==> src/rtl/chg_opt_pkg.sv <==
package chg_opt_pkg;
  localparam int OPT_W     = 16;
  localparam int B_LOWPWR  = 15;
  localparam int B_WDOG_HI = 14;
  localparam int B_WDOG_LO = 13;
  localparam int B_AUTOCLR = 12;
  localparam int B_OTGOK   = 11;
  localparam int B_QUIET   = 10;
  localparam int B_ILIM    = 1;

  typedef struct packed {
    logic       prochot_en;
    logic       dchg_mon_en;
    logic       pwr_mon_en;
    logic       ind_cmp_en;
    logic       adc_avail;
    logic       chg_ok;
    logic       burst_floor;
    logic       ilim_en;
    logic [1:0] wdog_sel;
  } ctrl_out_t;
endpackage

==> src/rtl/chg_opt_store.sv <==
module chg_opt_store
  import chg_opt_pkg::*;
#(
  parameter int ADDR_W = 8,
  parameter int DATA_W = OPT_W,
  parameter logic [ADDR_W-1:0] REG_ADDR = 8'h12,
  parameter logic [DATA_W-1:0] RST_VAL  = 16'hE20E
) (
  input  logic              clk,
  input  logic              rst,
  input  logic [ADDR_W-1:0] host_addr,
  input  logic              host_wr,
  input  logic [DATA_W-1:0] host_wdata,
  input  logic              bat_present,
  output logic [DATA_W-1:0] opt_q
);
  logic bat_d;
  logic wr_hit;
  logic bat_fall;
  logic hw_clr;

  assign wr_hit   = host_wr && (host_addr == REG_ADDR);
  assign bat_fall = bat_d && !bat_present;
  assign hw_clr   = bat_fall && opt_q[B_AUTOCLR];

  always_ff @(posedge clk) begin
    if (rst) begin
      opt_q <= RST_VAL;
      bat_d <= 1'b0;
    end else begin
      bat_d <= bat_present;
      if (wr_hit)
        opt_q <= host_wdata;
      else if (hw_clr)
        opt_q[B_ILIM] <= 1'b0;
    end
  end

  // armed falling edge clears the limit enable
  p_hw_clear_r6: assert property (@(posedge clk) disable iff (rst)
    (bat_d && !bat_present && opt_q[B_AUTOCLR] && !wr_hit) |=> !opt_q[B_ILIM]);
  // a cleared limit enable returns only by a host write
  p_hold_clear_r7: assert property (@(posedge clk) disable iff (rst)
    (!opt_q[B_ILIM] && !wr_hit) |=> !opt_q[B_ILIM]);
  // without a matching write the other bits never move
  p_no_stray_r3: assert property (@(posedge clk) disable iff (rst)
    !wr_hit |=> (opt_q[DATA_W-1:B_ILIM+1] == $past(opt_q[DATA_W-1:B_ILIM+1]))
                && (opt_q[0] == $past(opt_q[0])));
  // host write wins over a concurrent hardware clear
  p_wr_prio_r9: assert property (@(posedge clk) disable iff (rst)
    wr_hit |=> opt_q == $past(host_wdata));
endmodule

==> src/rtl/chg_opt_ctrl.sv <==
module chg_opt_ctrl
  import chg_opt_pkg::*;
#(
  parameter int DATA_W = OPT_W,
  parameter int NUM_REQ = 2
) (
  input  logic               clk,
  input  logic               rst,
  input  logic [DATA_W-1:0]  opt_q,
  input  logic               otg_mode,
  input  logic               chg_ok_in,
  input  logic [NUM_REQ-1:0] cmp_req,
  output ctrl_out_t          ctl
);
  logic lp;
  logic any_req;
  logic [NUM_REQ:0] req_chain;

  assign lp = opt_q[B_LOWPWR];

  assign req_chain[0] = 1'b0;
  for (genvar g = 0; g < NUM_REQ; g++) begin : g_req_or
    assign req_chain[g+1] = req_chain[g] | cmp_req[g];
  end
  assign any_req = req_chain[NUM_REQ];

  always_ff @(posedge clk) begin
    if (rst) begin
      ctl <= '0;
    end else begin
      ctl.prochot_en  <= !lp;
      ctl.dchg_mon_en <= !lp;
      ctl.pwr_mon_en  <= !lp;
      ctl.adc_avail   <= !lp;
      ctl.ind_cmp_en  <= !lp || any_req;
      ctl.chg_ok      <= chg_ok_in || (opt_q[B_OTGOK] && otg_mode);
      ctl.burst_floor <= opt_q[B_QUIET];
      ctl.ilim_en     <= opt_q[B_ILIM];
      ctl.wdog_sel    <= opt_q[B_WDOG_HI:B_WDOG_LO];
    end
  end

  // low-power mode gates the monitors off
  p_lp_gate_r4: assert property (@(posedge clk) disable iff (rst)
    opt_q[B_LOWPWR] |=> !ctl.prochot_en && !ctl.dchg_mon_en && !ctl.pwr_mon_en && !ctl.adc_avail);
  // performance mode enables the monitors
  p_perf_on_r4: assert property (@(posedge clk) disable iff (rst)
    !opt_q[B_LOWPWR] |=> ctl.prochot_en && ctl.dchg_mon_en && ctl.pwr_mon_en && ctl.adc_avail);
  // an external request keeps the comparator alive
  p_cmp_req_r5: assert property (@(posedge clk) disable iff (rst)
    (|cmp_req) |=> ctl.ind_cmp_en);
  // OTG forces charger-OK when enabled
  p_otg_ok_r10: assert property (@(posedge clk) disable iff (rst)
    (opt_q[B_OTGOK] && otg_mode) |=> ctl.chg_ok);
endmodule

==> src/rtl/chg_opt_reg.sv <==
module chg_opt_reg
  import chg_opt_pkg::*;
#(
  parameter int ADDR_W = 8,
  parameter int DATA_W = OPT_W,
  parameter int NUM_REQ = 2,
  parameter logic [ADDR_W-1:0] REG_ADDR = 8'h12,
  parameter logic [DATA_W-1:0] RST_VAL  = 16'hE20E
) (
  input  logic               clk,
  input  logic               rst,
  input  logic [ADDR_W-1:0]  host_addr,
  input  logic               host_wr,
  input  logic [DATA_W-1:0]  host_wdata,
  input  logic               host_rd,
  output logic [DATA_W-1:0]  host_rdata,
  input  logic               bat_present,
  input  logic               otg_mode,
  input  logic               chg_ok_in,
  input  logic [NUM_REQ-1:0] cmp_req,
  output logic               prochot_en,
  output logic               dchg_mon_en,
  output logic               pwr_mon_en,
  output logic               ind_cmp_en,
  output logic               adc_avail,
  output logic               chg_ok,
  output logic               burst_floor_req,
  output logic               ilim_en,
  output logic [1:0]         wdog_sel
);
  logic [DATA_W-1:0] opt_q;
  ctrl_out_t         ctl;

  chg_opt_store #(
    .ADDR_W(ADDR_W), .DATA_W(DATA_W), .REG_ADDR(REG_ADDR), .RST_VAL(RST_VAL)
  ) i_store (
    .clk(clk), .rst(rst), .host_addr(host_addr), .host_wr(host_wr),
    .host_wdata(host_wdata), .bat_present(bat_present), .opt_q(opt_q)
  );

  chg_opt_ctrl #(.DATA_W(DATA_W), .NUM_REQ(NUM_REQ)) i_ctrl (
    .clk(clk), .rst(rst), .opt_q(opt_q), .otg_mode(otg_mode),
    .chg_ok_in(chg_ok_in), .cmp_req(cmp_req), .ctl(ctl)
  );

  always_ff @(posedge clk) begin
    if (rst)
      host_rdata <= '0;
    else if (host_rd)
      host_rdata <= (host_addr == REG_ADDR) ? opt_q : '0;
  end

  assign prochot_en      = ctl.prochot_en;
  assign dchg_mon_en     = ctl.dchg_mon_en;
  assign pwr_mon_en      = ctl.pwr_mon_en;
  assign ind_cmp_en      = ctl.ind_cmp_en;
  assign adc_avail       = ctl.adc_avail;
  assign chg_ok          = ctl.chg_ok;
  assign burst_floor_req = ctl.burst_floor;
  assign ilim_en         = ctl.ilim_en;
  assign wdog_sel        = ctl.wdog_sel;

  // a matching read returns the register one cycle later
  p_read_r2: assert property (@(posedge clk) disable iff (rst)
    (host_rd && host_addr == REG_ADDR) |=> host_rdata == $past(opt_q));
  // limit enable output tracks the stored bit
  p_ilim_r12: assert property (@(posedge clk) disable iff (rst)
    opt_q[B_ILIM] |=> ilim_en);
endmodule

==> config.mk <==
export PLATFORM = sky130hd
export DESIGN_NAME = chg_opt_reg
export DESIGN_NICKNAME = d
export VERILOG_FILES = /design/src/rtl/chg_opt_pkg.sv /design/src/rtl/chg_opt_store.sv /design/src/rtl/chg_opt_ctrl.sv /design/src/rtl/chg_opt_reg.sv
export SDC_FILE = /design/constraint.sdc
export NUM_CORES = 1
export LEC_CHECK = 0
export ABC_AREA = 0
export BUFFER_PORTS_ARGS = -buffer_cell sky130_fd_sc_hd__buf_2
export CAP_MARGIN = 25
export CORE_UTILIZATION = 48
export DETAILED_ROUTE_END_ITERATION = 16
export GPL_ROUTABILITY_DRIVEN = 1
export HOLD_SLACK_MARGIN = 0.03
export MAX_ROUTING_LAYER = met4
export PLACE_DENSITY = 0.86
export SLEW_MARGIN = 20
export SYNTH_ARGS = -nofsm -noshare
export SYNTH_HDL_FRONTEND = slang
export SYNTH_SLANG_ARGS = --single-unit
==> constraint.sdc <==
create_clock -name clk -period 1.7 [get_ports clk]
set_clock_uncertainty 0.1 [all_clocks]
set_input_delay 0 -clock clk [delete_from_list [all_inputs] [get_ports clk]]
set_output_delay 0 -clock clk [all_outputs]
set_load 0.02 [all_outputs]
After elaboration in Yosys (flattened, before gate mapping):

Index checks and enable logic that the tools add are counted.

* register bits after elaboration: 40
* word-level logic and storage cells: 24

* eq/ne operators: 1
* muxes and demuxes: 3
* bitwise logic cells: 1
* reduce and logical (&&, ||, !) cells: 9

Operators with widths (count)
* 16-bit 2-to-1 mux: 1
* 8-bit by 5-bit == test with 1-bit output, second input constant: 1
* 1-bit logical AND: 4
* 1-bit logical NOT: 2
* 1-bit logical OR: 2
* 1-bit 2-to-1 mux: 2
* 2-bit nonzero test: 1
* 1-bit OR: 1

Depth between registers and ports, before layout:

Gate-level depths: netlist (run 1).

* depth in word-level cells: 5
* mapped depth: 5

Cells and area by module:

Synthesis (run 1) repeated with hierarchy kept, for this count alone.

* cells, all modules: 169
* area total of the unflattened synthesis: 1788.0 µm²

By module, submodules not included
* chg_opt_reg: times used 1, cells an instance 76, area each 832.0 µm²
* chg_opt_store: times used 1, cells an instance 74, area each 747.0 µm²
* chg_opt_ctrl: times used 1, cells an instance 19, area each 209.0 µm²

Worst setup path after synthesis (run 1):

Ideal clock, no wire load.

* kind: in2reg
* start: input port host_addr[3]
* end: register i_store.opt_q[10]
* arrival time: 1.063 ns
* setup slack: 0.416 ns
* stages: 4
* buffers on the path: 1
* path through: nor4b_4 and3_1 buf_6 mux2_2

* cells in the longest elaborated chain, start to end: 2

RTL lines
* start, declared: line chg_opt_reg.sv:12 `input logic [ADDR_W-1:0] host_addr,`
* 8-bit by 5-bit == test with 1-bit output: line chg_opt_store.sv:22 `assign wr_hit = host_wr && (host_addr == REG_ADDR);`
* 1-bit logical AND: line chg_opt_store.sv:22
* end signal, assigned: line chg_opt_store.sv:33 `opt_q <= host_wdata;`
* end, declared: line chg_opt_store.sv:15 `output logic [DATA_W-1:0] opt_q`

No other way between the ends.
A chain may end at the register's enable or synchronous reset.

==> metrics.yaml, run 1 <==
synthSimpleGateAreaFrac_pct: 28.28
drive_gt1_share_pct: 29.96
core_sq_mm: 0.003128
ys_seq_elements: 40
synth_xor_area_share_pct: 0
synthMuxAreaShare_pct: 10.02
die_x_um: 59.92
routed_wl_mm: 3.644
status: "completed"
drc: 0
drtAntennaViolNets: 0
portBuffers: 58
clk_pin_slew_ns: 0.12
dieArea_sq_mm: 0.003590
startpoint_type: "register"
synth_ff_type: "dfxtp_1"
insertion_delay_ns: 0.35
yosys-top-cells-area: "dfxtp_1 (50%), nand2b_1 (12%), mux2i_1 (9.3%), nand4_1 (6.2%), a21oi_1 (5.9%)"
ir_drop_mv: 0.5258
yosysTopAreaCellShare_pct: 49.73
ioPinCount: 59
antenna_found_initial: 0
hpwl_mm: 2.364
maxSlewHeadroom_pct: 72.95
gp_congestion: 0.7878
p_per_area_mw_per_mm2: 733.1
worst_slack_ns: 0.2024
cts_buffers: 5
grt_pass1_wl_mm: 5.658
antennaDiodeCount: 0
drt_iter0_drc: 67
grtUsageTotal_pct: 22.63
synth-compound-area-share_pct: 5.905
finalCritPeriodShare_pct: 88.10
synth_area_sq_mm: 0.001610
finalInstanceArea_sq_mm: 0.002242
total_power_w: 0.001644
syn_inst: 164
place_area_sq_mm: 0.001896
min_period_ns: 1.498
setup_tns_ns: 0
area_growth_pct: 39.24
synth_edf_count: 0
synthTopCellsByCount: "dfxtp_1 (40), nand2b_1 (32), a21oi_1 (19), nand4_1 (16)"
worst_setup_path_end_kind: "register"
cts_root_buf: "clkbuf_4"
synth_warnings: 0
worstPathArrival_ns: 1.65
syn_nets: 197
fmax_mhz: 667.7
crit_required_ns: 1.85
hp-class: "in -> reg"
fin_nets: 279
die_y_um: 59.92
cts.sinks: 40
grt_start_max_net_pins: 33
synth-adder-area-share_pct: 0
grt_pass1_vias: 1270
wl_per_cell_um: 12.52
synth.distinct_cells: 16
yosys.area.top_type: "dfxtp_1"
hold_viol_final: 0
ys_async_sr_fraction_pct: 0
post_cts_resize_count: 0
worst_pin_slew_ns: 0.4057
rsz0062_at_grt: "no"
setup_viol: 0
cp_max_fo: 2
cts_tree: "done"
start_util_pct: 51.48
firstDrtPassIters: 4
power_leakage_nw: 0.9182
rows: 20
vias_per_cell: 5.052
overflow: 0
critPathKind: "reg -> reg"
syn_area_per_cell_sq_um: 9.819
htree_num_levels: 2
synth_top_family_by_area: "simple AND/OR/NAND/NOR gates"
yosysMostFrequentCell: "dfxtp_1"
yosysSeqAreaShare_pct: 49.73
clk_path_buf_depth: 2
dr_total_vias: 1470
max_cap_violations: 0
maxSlewViolCount: 0
pre_cts_ws_ns: 0.3873
worst paths after layout:
path	from	to	slack (ns)	cells after the start
worst max-delay path	i_store.opt_q[10]$_SDFFE_PP0P_	i_store.opt_q[10]$_SDFFE_PP0P_	0.20	3
worst min-delay path	host_addr[6]	host_rdata[14]$_SDFFE_PP0P_	0.06	5
worst max register to register	i_store.opt_q[10]$_SDFFE_PP0P_	i_store.opt_q[10]$_SDFFE_PP0P_	0.20	3
worst min register to register	host_rdata[3]$_SDFFE_PP0P_	host_rdata[3]$_SDFFE_PP0P_	0.37	2
metrics by stage:
step                      utilization, %  instances  hold slack (ns)
final                              71.68        291          0.06103
after global routing               71.68        291          0.05576
after CTS                          71.68        291          0.05637
after detailed placement           60.60        255           0.1184
after global placement             60.60        255           0.1249
after floorplan                        -        164          0.01743
state kept, by name, summed over array words and instances, names as in the netlist:
signal and flops:
i_ctrl.ctl 7, host_rdata 16, i_store.opt_q 16, i_store.bat_d 1
placed cells by master, fill, tap and decap left out, drive strengths merged, types with 6 or more instances in the layout:
cell type,instances
buf,63
dfxtp,40
nand2b,32
dlygate4sd3,28
a21oi,19
nand4,16
nor2,15
mux2i,15
nor2b,6
clkbuf,6
report_power, final:
group / leakage, nW / internal, W / total (W) / switching (W)
Combinational: 0.563 / 0.0000998 / 0.000175 / 0.0000756
Clock: 0.0305 / 0.000201 / 0.000521 / 0.000320
Sequential: 0.324 / 0.000946 / 0.000948 / 0.00000203
Total: 0.918 / 0.00125 / 0.00164 / 0.000397
what timing repair did:
item,in CTS,in global routing
endpoints found under the hold margin,34,0
setup buffers,0,0
hold buffers,28,0
final cells by class:
class	instances	area (sq um)
sequential	40	800.8
clock inverter	2	15.01
timing repair buffer	91	608.1
clock buffer	6	51.30
fill	233	885.9
multi-input combinational	108	711.9
tap	44	55.05
worst max-delay path: stages (launching register included):
cell and delay, ns:
dfxtp_1 0.34, nor2b_1 0.15, mux2_2 0.26, dlygate4sd3_1 0.55
cells by family after synthesis:
kind of cell / Yosys count
muxes: 16
buffers and inverters: 16
AOI/OAI and AO/OA: 19
DFF: 40
and+or+nand+nor: 73
layer usage:
metal | up-vias | track usage (%) | wire [um]
met3 | 5 | 6.494 | 178
met1 | 697 | 28.02 | 1642
met5 | - | - | 0
met4 | 0 | 9.302 | 56
met2 | 48 | 34.44 | 1767
li1 | 720 | - | -
(Power assumes the default switching activity.)
==> inputs of run 2 (changes only) <==
--- a/config.mk
+++ b/config.mk
@@ -16,2 +16,3 @@
 export PLACE_DENSITY = 0.86
+export SKIP_LAST_GASP = 1
 export SLEW_MARGIN = 20
==> constraint.sdc (replaced) <==
create_clock -name clk -period 1.7 [get_ports clk]
set_clock_uncertainty 0.1 [all_clocks]
set_input_delay 0.255 -clock clk [delete_from_list [all_inputs] [get_ports clk]]
set_output_delay 0.255 -clock clk [all_outputs]
set_load 0.02 [all_outputs]
==> run 2 against run 1 <==
Net effect: hold slack got worse by 0.022 ns; sequential share of layout area rose by 4.8 points; die area did not move; core utilization fell by 8.5 points; design area fell by 12%; first-iteration DRC count fell by 1.5%; clock-buffer cell count rose by 2; largest power group unchanged.
==> metrics.yaml, run 2 (same netlist as run 1, synthesis figures left out) <==
status: "completed"
crit_required_ns: 1.34  # -0.51 ns
die_x_um: 59.92  # unchanged
htree_num_levels: 2  # unchanged
p_int_w: 0.001210  # -2.9%
gp_congestion: 0.7895  # +0.22%
worstPathCellList: "buf_2"
hold_viol_final: 0  # unchanged
drive_gt1_share_pct: 32.73  # +2.8 points
multi_input_area_sq_um: 711.9  # unchanged
setup_tns_ns: 0  # unchanged
critPathBufInv: 1  # unchanged
antennaDiodeCount: 0  # unchanged
worstPathArrival_ns: 0.87  # -0.78 ns
vias_per_cell: 4.936  # -2.3%
dr_total_vias: 1303  # -11%
cts_root_buf: "clkbuf_4"
swShare_pct: 22.81  # -1.4 points
cp-startpoint: "i_ctrl.ctl[5]$_SDFF_PP0_"
fin_nets: 252  # -9.7%
rsz0062_at_grt: "no"
setup_viol: 0  # unchanged
finalInstanceArea_sq_mm: 0.001977  # -12%
cp_num_cells: 1  # -2
clk_pin_slew_ns: 0.11  # about the same
grt_pass1_wl_mm: 5.030  # -11%
worst_pin_slew_ns: 0.4257  # +0.01997 ns
p_per_area_mw_per_mm2: 793.2  # +8.2%
pre_cts_ws_ns: 0.1956  # -0.1918 ns
fmax_mhz: 814.3  # +22%
drc: 0  # unchanged
grtUsageTotal_pct: 20.14  # -2.5 points
cts_tree: "done"
p_switching_w: 0.0003576  # -10%
slowest_stage: "dfxtp_1"
maxSlewHeadroom_pct: 71.62  # -1.3 points
drtAntennaViolNets: 0  # unchanged
critPathKind: "reg -> out"
critPathMaxStageDelay_ns: 0.36  # -0.19 ns
hp-class: "in -> reg"
seq_area_sq_um: 800.8  # unchanged
cts_buffers: 5  # unchanged
wl_per_cell_um: 12.39  # -1.0%
cts_setup_buffers: 0  # unchanged
fillers: 277  # +19%
dieArea_sq_mm: 0.003590  # unchanged
rows: 20  # unchanged
grt_start_max_net_pins: 33  # unchanged
startpoint_type: "register"
hpwl_mm: 2.316  # -2.0%
reg2reg_setup_slack_ns: 0.74  # +0.54 ns
post_cts_resize_count: 0  # unchanged
min_period_ns: 1.228  # -0.2697 ns
core_sq_mm: 0.003128  # unchanged
ir_drop_mv: 0.3609  # -31%
total_power_w: 0.001568  # -4.6%
cts.sinks: 40  # unchanged
drt_iter0_drc: 66  # -1.5%
overflow: 0  # unchanged
r2r-end: "i_store.opt_q[10]$_SDFFE_PP0P_"
area_growth_pct: 22.77
layout_commonest_cell: "buf_2"
cp_max_fo: 4  # +2
die_y_um: 59.92  # unchanged
worst_slack_ns: 0.4720  # +0.2697 ns
crit_end: "pwr_mon_en"
worst_setup_path_end_kind: "output pin"
place_area_sq_mm: 0.001908  # +0.66%
largestRegisters: "host_rdata: 16 flops, i_store.opt_q: 16 flops, i_ctrl.ctl: 7 flops"
maxSlewViolCount: 0  # unchanged
p_comb_share_pct: 8.0  # -2.7 points
reg2reg_from: "i_store.opt_q[10]$_SDFFE_PP0P_"
rr_worst_depth: 2  # -1
layout_common_cells: "buf_2 (58), dfxtp_1 (40), nand2b_1 (32)"
firstDrtPassIters: 4  # unchanged
clk_path_buf_depth: 2  # unchanged
antenna_found_initial: 0  # unchanged
grt_pass1_vias: 1098  # -14%
max_cap_violations: 0  # unchanged
clkPwrFrac_pct: 31.5  # -0.2 points
portBuffers: 58  # unchanged
ioPinCount: 59  # unchanged
pwr-share-seq_pct: 60.4  # +2.7 points
crit_family: "flip-flops"
power_leakage_nw: 0.8116  # -12%
hold_buffers: 1  # -96%
insertion_delay_ns: 0.34  # about the same
routed_wl_mm: 3.272  # -10%
start_util_pct: 51.48  # unchanged
finalCritPeriodShare_pct: 72.23  # -16 points
## run 2: how the worst min path moves through the flow
| stage | slack [ns] | startpoint | cells past startpoint | end |
|---|---|---|---|---|
| floorplan | 0.27 | chg_ok_in | 2 | i_ctrl.ctl[4]$_SDFF_PP0_ |
| global placement | 0.36 | host_rdata[14]$_SDFFE_PP0P_ | 2 | host_rdata[14]$_SDFFE_PP0P_ |
| detailed placement | 0.36 | host_rdata[11]$_SDFFE_PP0P_ | 2 | host_rdata[11]$_SDFFE_PP0P_ |
| CTS | 0.04 | otg_mode | 3 | i_ctrl.ctl[4]$_SDFF_PP0_ |
| global route | 0.04 | host_wdata[0] | 3 | i_store.opt_q[0]$_SDFFE_PP0P_ |
| finish | 0.04 | bat_present | 2 | i_store.bat_d$_SDFF_PP0_ |
## run 2: layout make-up
type                    instances  share of cell area (%)
flip-flops and latches         40                   40.51
multi-input cells             108                   36.01
repair buffers                 64                   17.72
clock buffers                   8                   2.975
well taps                      44                   2.785
## run 2: power by group through the flow
stage	clock network [W]	registers, W	logic (W)
4_1_cts	0.000505	0.000948	0.000127
3_5_place_dp	0	0.000969	0.000125
6_report	0.000495	0.000947	0.000126
2_1_floorplan	0	0.000978	0.0000575
3_3_place_gp	0	0.000969	0.000122
5_1_grt	0.000554	0.000949	0.000139
## run 2: routing by layer
layer	vias up	track usage (%)	wire (um)
li1	665	-	-
met3	5	6.494	174
met2	42	28.10	1489
met5	-	-	0
met1	591	26.82	1558
met4	0	7.973	49
## run 2: through the flow
| step | hold WS, ns | utilization, % | cells |
|---|---|---|---|
| global route | 0.03936 | 63.20 | 264 |
| floorplan | 0.2724 | - | 164 |
| finish | 0.03864 | 63.20 | 264 |
| global placement | 0.3564 | 61.00 | 255 |
| detailed placement | 0.3571 | 61.00 | 255 |
| CTS | 0.03643 | 63.20 | 264 |
==> inputs of run 3 (changes only) <==
Clock period 1.7 ns to 1.2 ns, I/O delays scaled along.
==> run 3 against run 2 <==
Net effect: die area unchanged; core utilization increased by 7.6 points; final cell count increased by 7.6%; total power increased by 46%; worst setup slack got worse by 0.43 ns; combinational power increased by 89%; global-route usage increased by 1.2 points; sequential power increased by 41%; clock power increased by 43%; first-iteration DRC count decreased by 26%; sequential share of layout area decreased by 4.2 points; wire length increased by 5.9%.
==> metrics.yaml, run 3 (same netlist as run 1, synthesis figures left out) <==
layout_common_cells: "buf_2 (56), dfxtp_1 (37), nand2b_1 (32)"
cp_max_fo: 2  # -2
finalCritPeriodShare_pct: 96.10
start_util_pct: 51.48  # unchanged
drtAntennaViolNets: 0  # unchanged
cts_root_buf: "clkbuf_4"
core_sq_mm: 0.003128  # unchanged
htree_num_levels: 2  # unchanged
critPathKind: "reg -> out"
rr_worst_depth: 2  # unchanged
overflow: 0  # unchanged
rsz0062_at_grt: "yes"
antennaDiodeCount: 0  # unchanged
reg2reg_from: "i_store.opt_q[10]$_SDFFE_PP0P_"
fin_nets: 272  # +7.9%
power_leakage_nw: 0.9074  # +12%
grt_pass1_wl_mm: 5.382  # +7.0%
slowest_stage: "dfxtp_1"
crit_family: "flip-flops"
cts.sinks: 40  # unchanged
largestRegisters: "host_rdata: 16 flops, i_store.opt_q: 16 flops, i_ctrl.ctl: 7 flops"
die_x_um: 59.92  # unchanged
critPathMaxStageDelay_ns: 0.36  # about the same
max_cap_violations: 0  # unchanged
clk_pin_slew_ns: 0.12  # about the same
ioPinCount: 59  # unchanged
wl_per_cell_um: 12.20  # -1.6%
die_y_um: 59.92  # unchanged
status: "completed"
worstPathArrival_ns: 0.87  # about the same
drc: 0  # unchanged
grt_start_max_net_pins: 35  # +6.1%
worst_pin_slew_ns: 0.2148  # -0.2108 ns
crit_required_ns: 0.92  # -0.42 ns
cts_tree: "done"
clk_path_buf_depth: 2  # unchanged
maxSlewViolCount: 0  # unchanged
startpoint_type: "register"
drive_gt1_share_pct: 32.50  # -0.23 points
whs_path_depth: 3  # +1
hpwl_mm: 2.310  # -0.26%
grt_pass1_vias: 1253  # +14%
min_period_ns: 1.153
hold_viol_final: 0  # unchanged
antenna_found_initial: 0  # unchanged
critPathBufInv: 1  # unchanged
insertion_delay_ns: 0.34  # about the same
dr_total_vias: 1403  # +7.7%
routed_wl_mm: 3.464  # +5.9%
layout_commonest_cell: "buf_2"
portBuffers: 58  # unchanged
hp-class: "in -> reg"
fmax_mhz: 867.1
min-delay-start: "host_wdata[15]"
p_per_area_mw_per_mm2: 1034  # +30%
rows: 20  # unchanged
cts_buffers: 5  # unchanged
maxSlewHeadroom_pct: 85.62  # +14 points
gp_congestion: 0.7642  # -3.2%
worstPathCellList: "buf_2"
fin_cells: 284  # +7.6%
cts_setup_buffers: 0  # unchanged
cp_num_cells: 1  # unchanged
cp-startpoint: "host_rdata[0]$_SDFFE_PP0P_"
setup_viol: 0  # unchanged
grtUsageTotal_pct: 21.34  # +1.2 points
worst_setup_path_end_kind: "output pin"
place_inst: 257  # +0.78%
vias_per_cell: 4.940  # about the same
ir_drop_mv: 0.7460  # +110%
drt_iter0_drc: 49  # -26%
area_growth_pct: 37.45
hold-worst-slack_ns: 0.03888  # +0.0002441 ns
dieArea_sq_mm: 0.003590  # unchanged
firstDrtPassIters: 4  # unchanged
-- run 3: routing by layer --
metal	global-route usage, %	vias to the layer above	part of all wire [%]
met1	22.58	643	42
li1	-	706	-
met5	-	-	0
met2	37.62	48	51
met3	7.143	6	5.3
met4	5.980	0	0.98
-- run 3: final timing paths --
path	endpoint	slack, ns
worst max-delay path	host_rdata[0]	0.05
worst min-delay path	i_store.opt_q[15]$_SDFFE_PP1P_	0.04
worst max register to register	i_store.opt_q[10]$_SDFFE_PP0P_	0.26
worst min register to register	host_rdata[13]$_SDFFE_PP0P_	0.38
-- run 3: area by class of cell --
class,count,area (sq um)
fill,245,914.6
sequential,40,804.5
multi-input combinational,108,715.7
timing repair buffer,84,575.6
clock buffer,7,55.05
tap,44,55.05
clock inverter,1,7.507
-- run 3: timing repair --
item                                   in CTS  in global routing
hold buffers                               19                  0
endpoints found under the hold margin      17                  0
setup endpoints to repair                   0                  7
resized for setup                           0                  5
-- run 3: report_power, final --
| part | leakage, nW | switching, W | internal [W] |
|---|---|---|---|
| clock | 0.0315 | 0.000422 | 0.000287 |
| sequential | 0.326 | 0.00000340 | 0.00134 |
| combinational | 0.550 | 0.000102 | 0.000135 |
| total | 0.907 | 0.000528 | 0.00176 |
-- run 3: through the flow --
stage / setup WS, ns / total power (W) / instance area (sq um) / setup TNS, ns / util [%]
4_1_cts: 0.02254 / 0.002315 / 2205 / 0 / 70.48
2_1_floorplan: -0.2356 / 0.001468 / 1618 / -2.458 / -
3_3_place_gp: -0.1835 / 0.001558 / 1952 / -2.910 / 62.40
5_1_grt: -0.01870 / 0.002404 / 2213 / -0.04807 / 70.76
6_report: 0.04679 / 0.002289 / 2213 / 0 / 70.76
3_5_place_dp: -0.2655 / 0.001563 / 1952 / -4.656 / 62.40
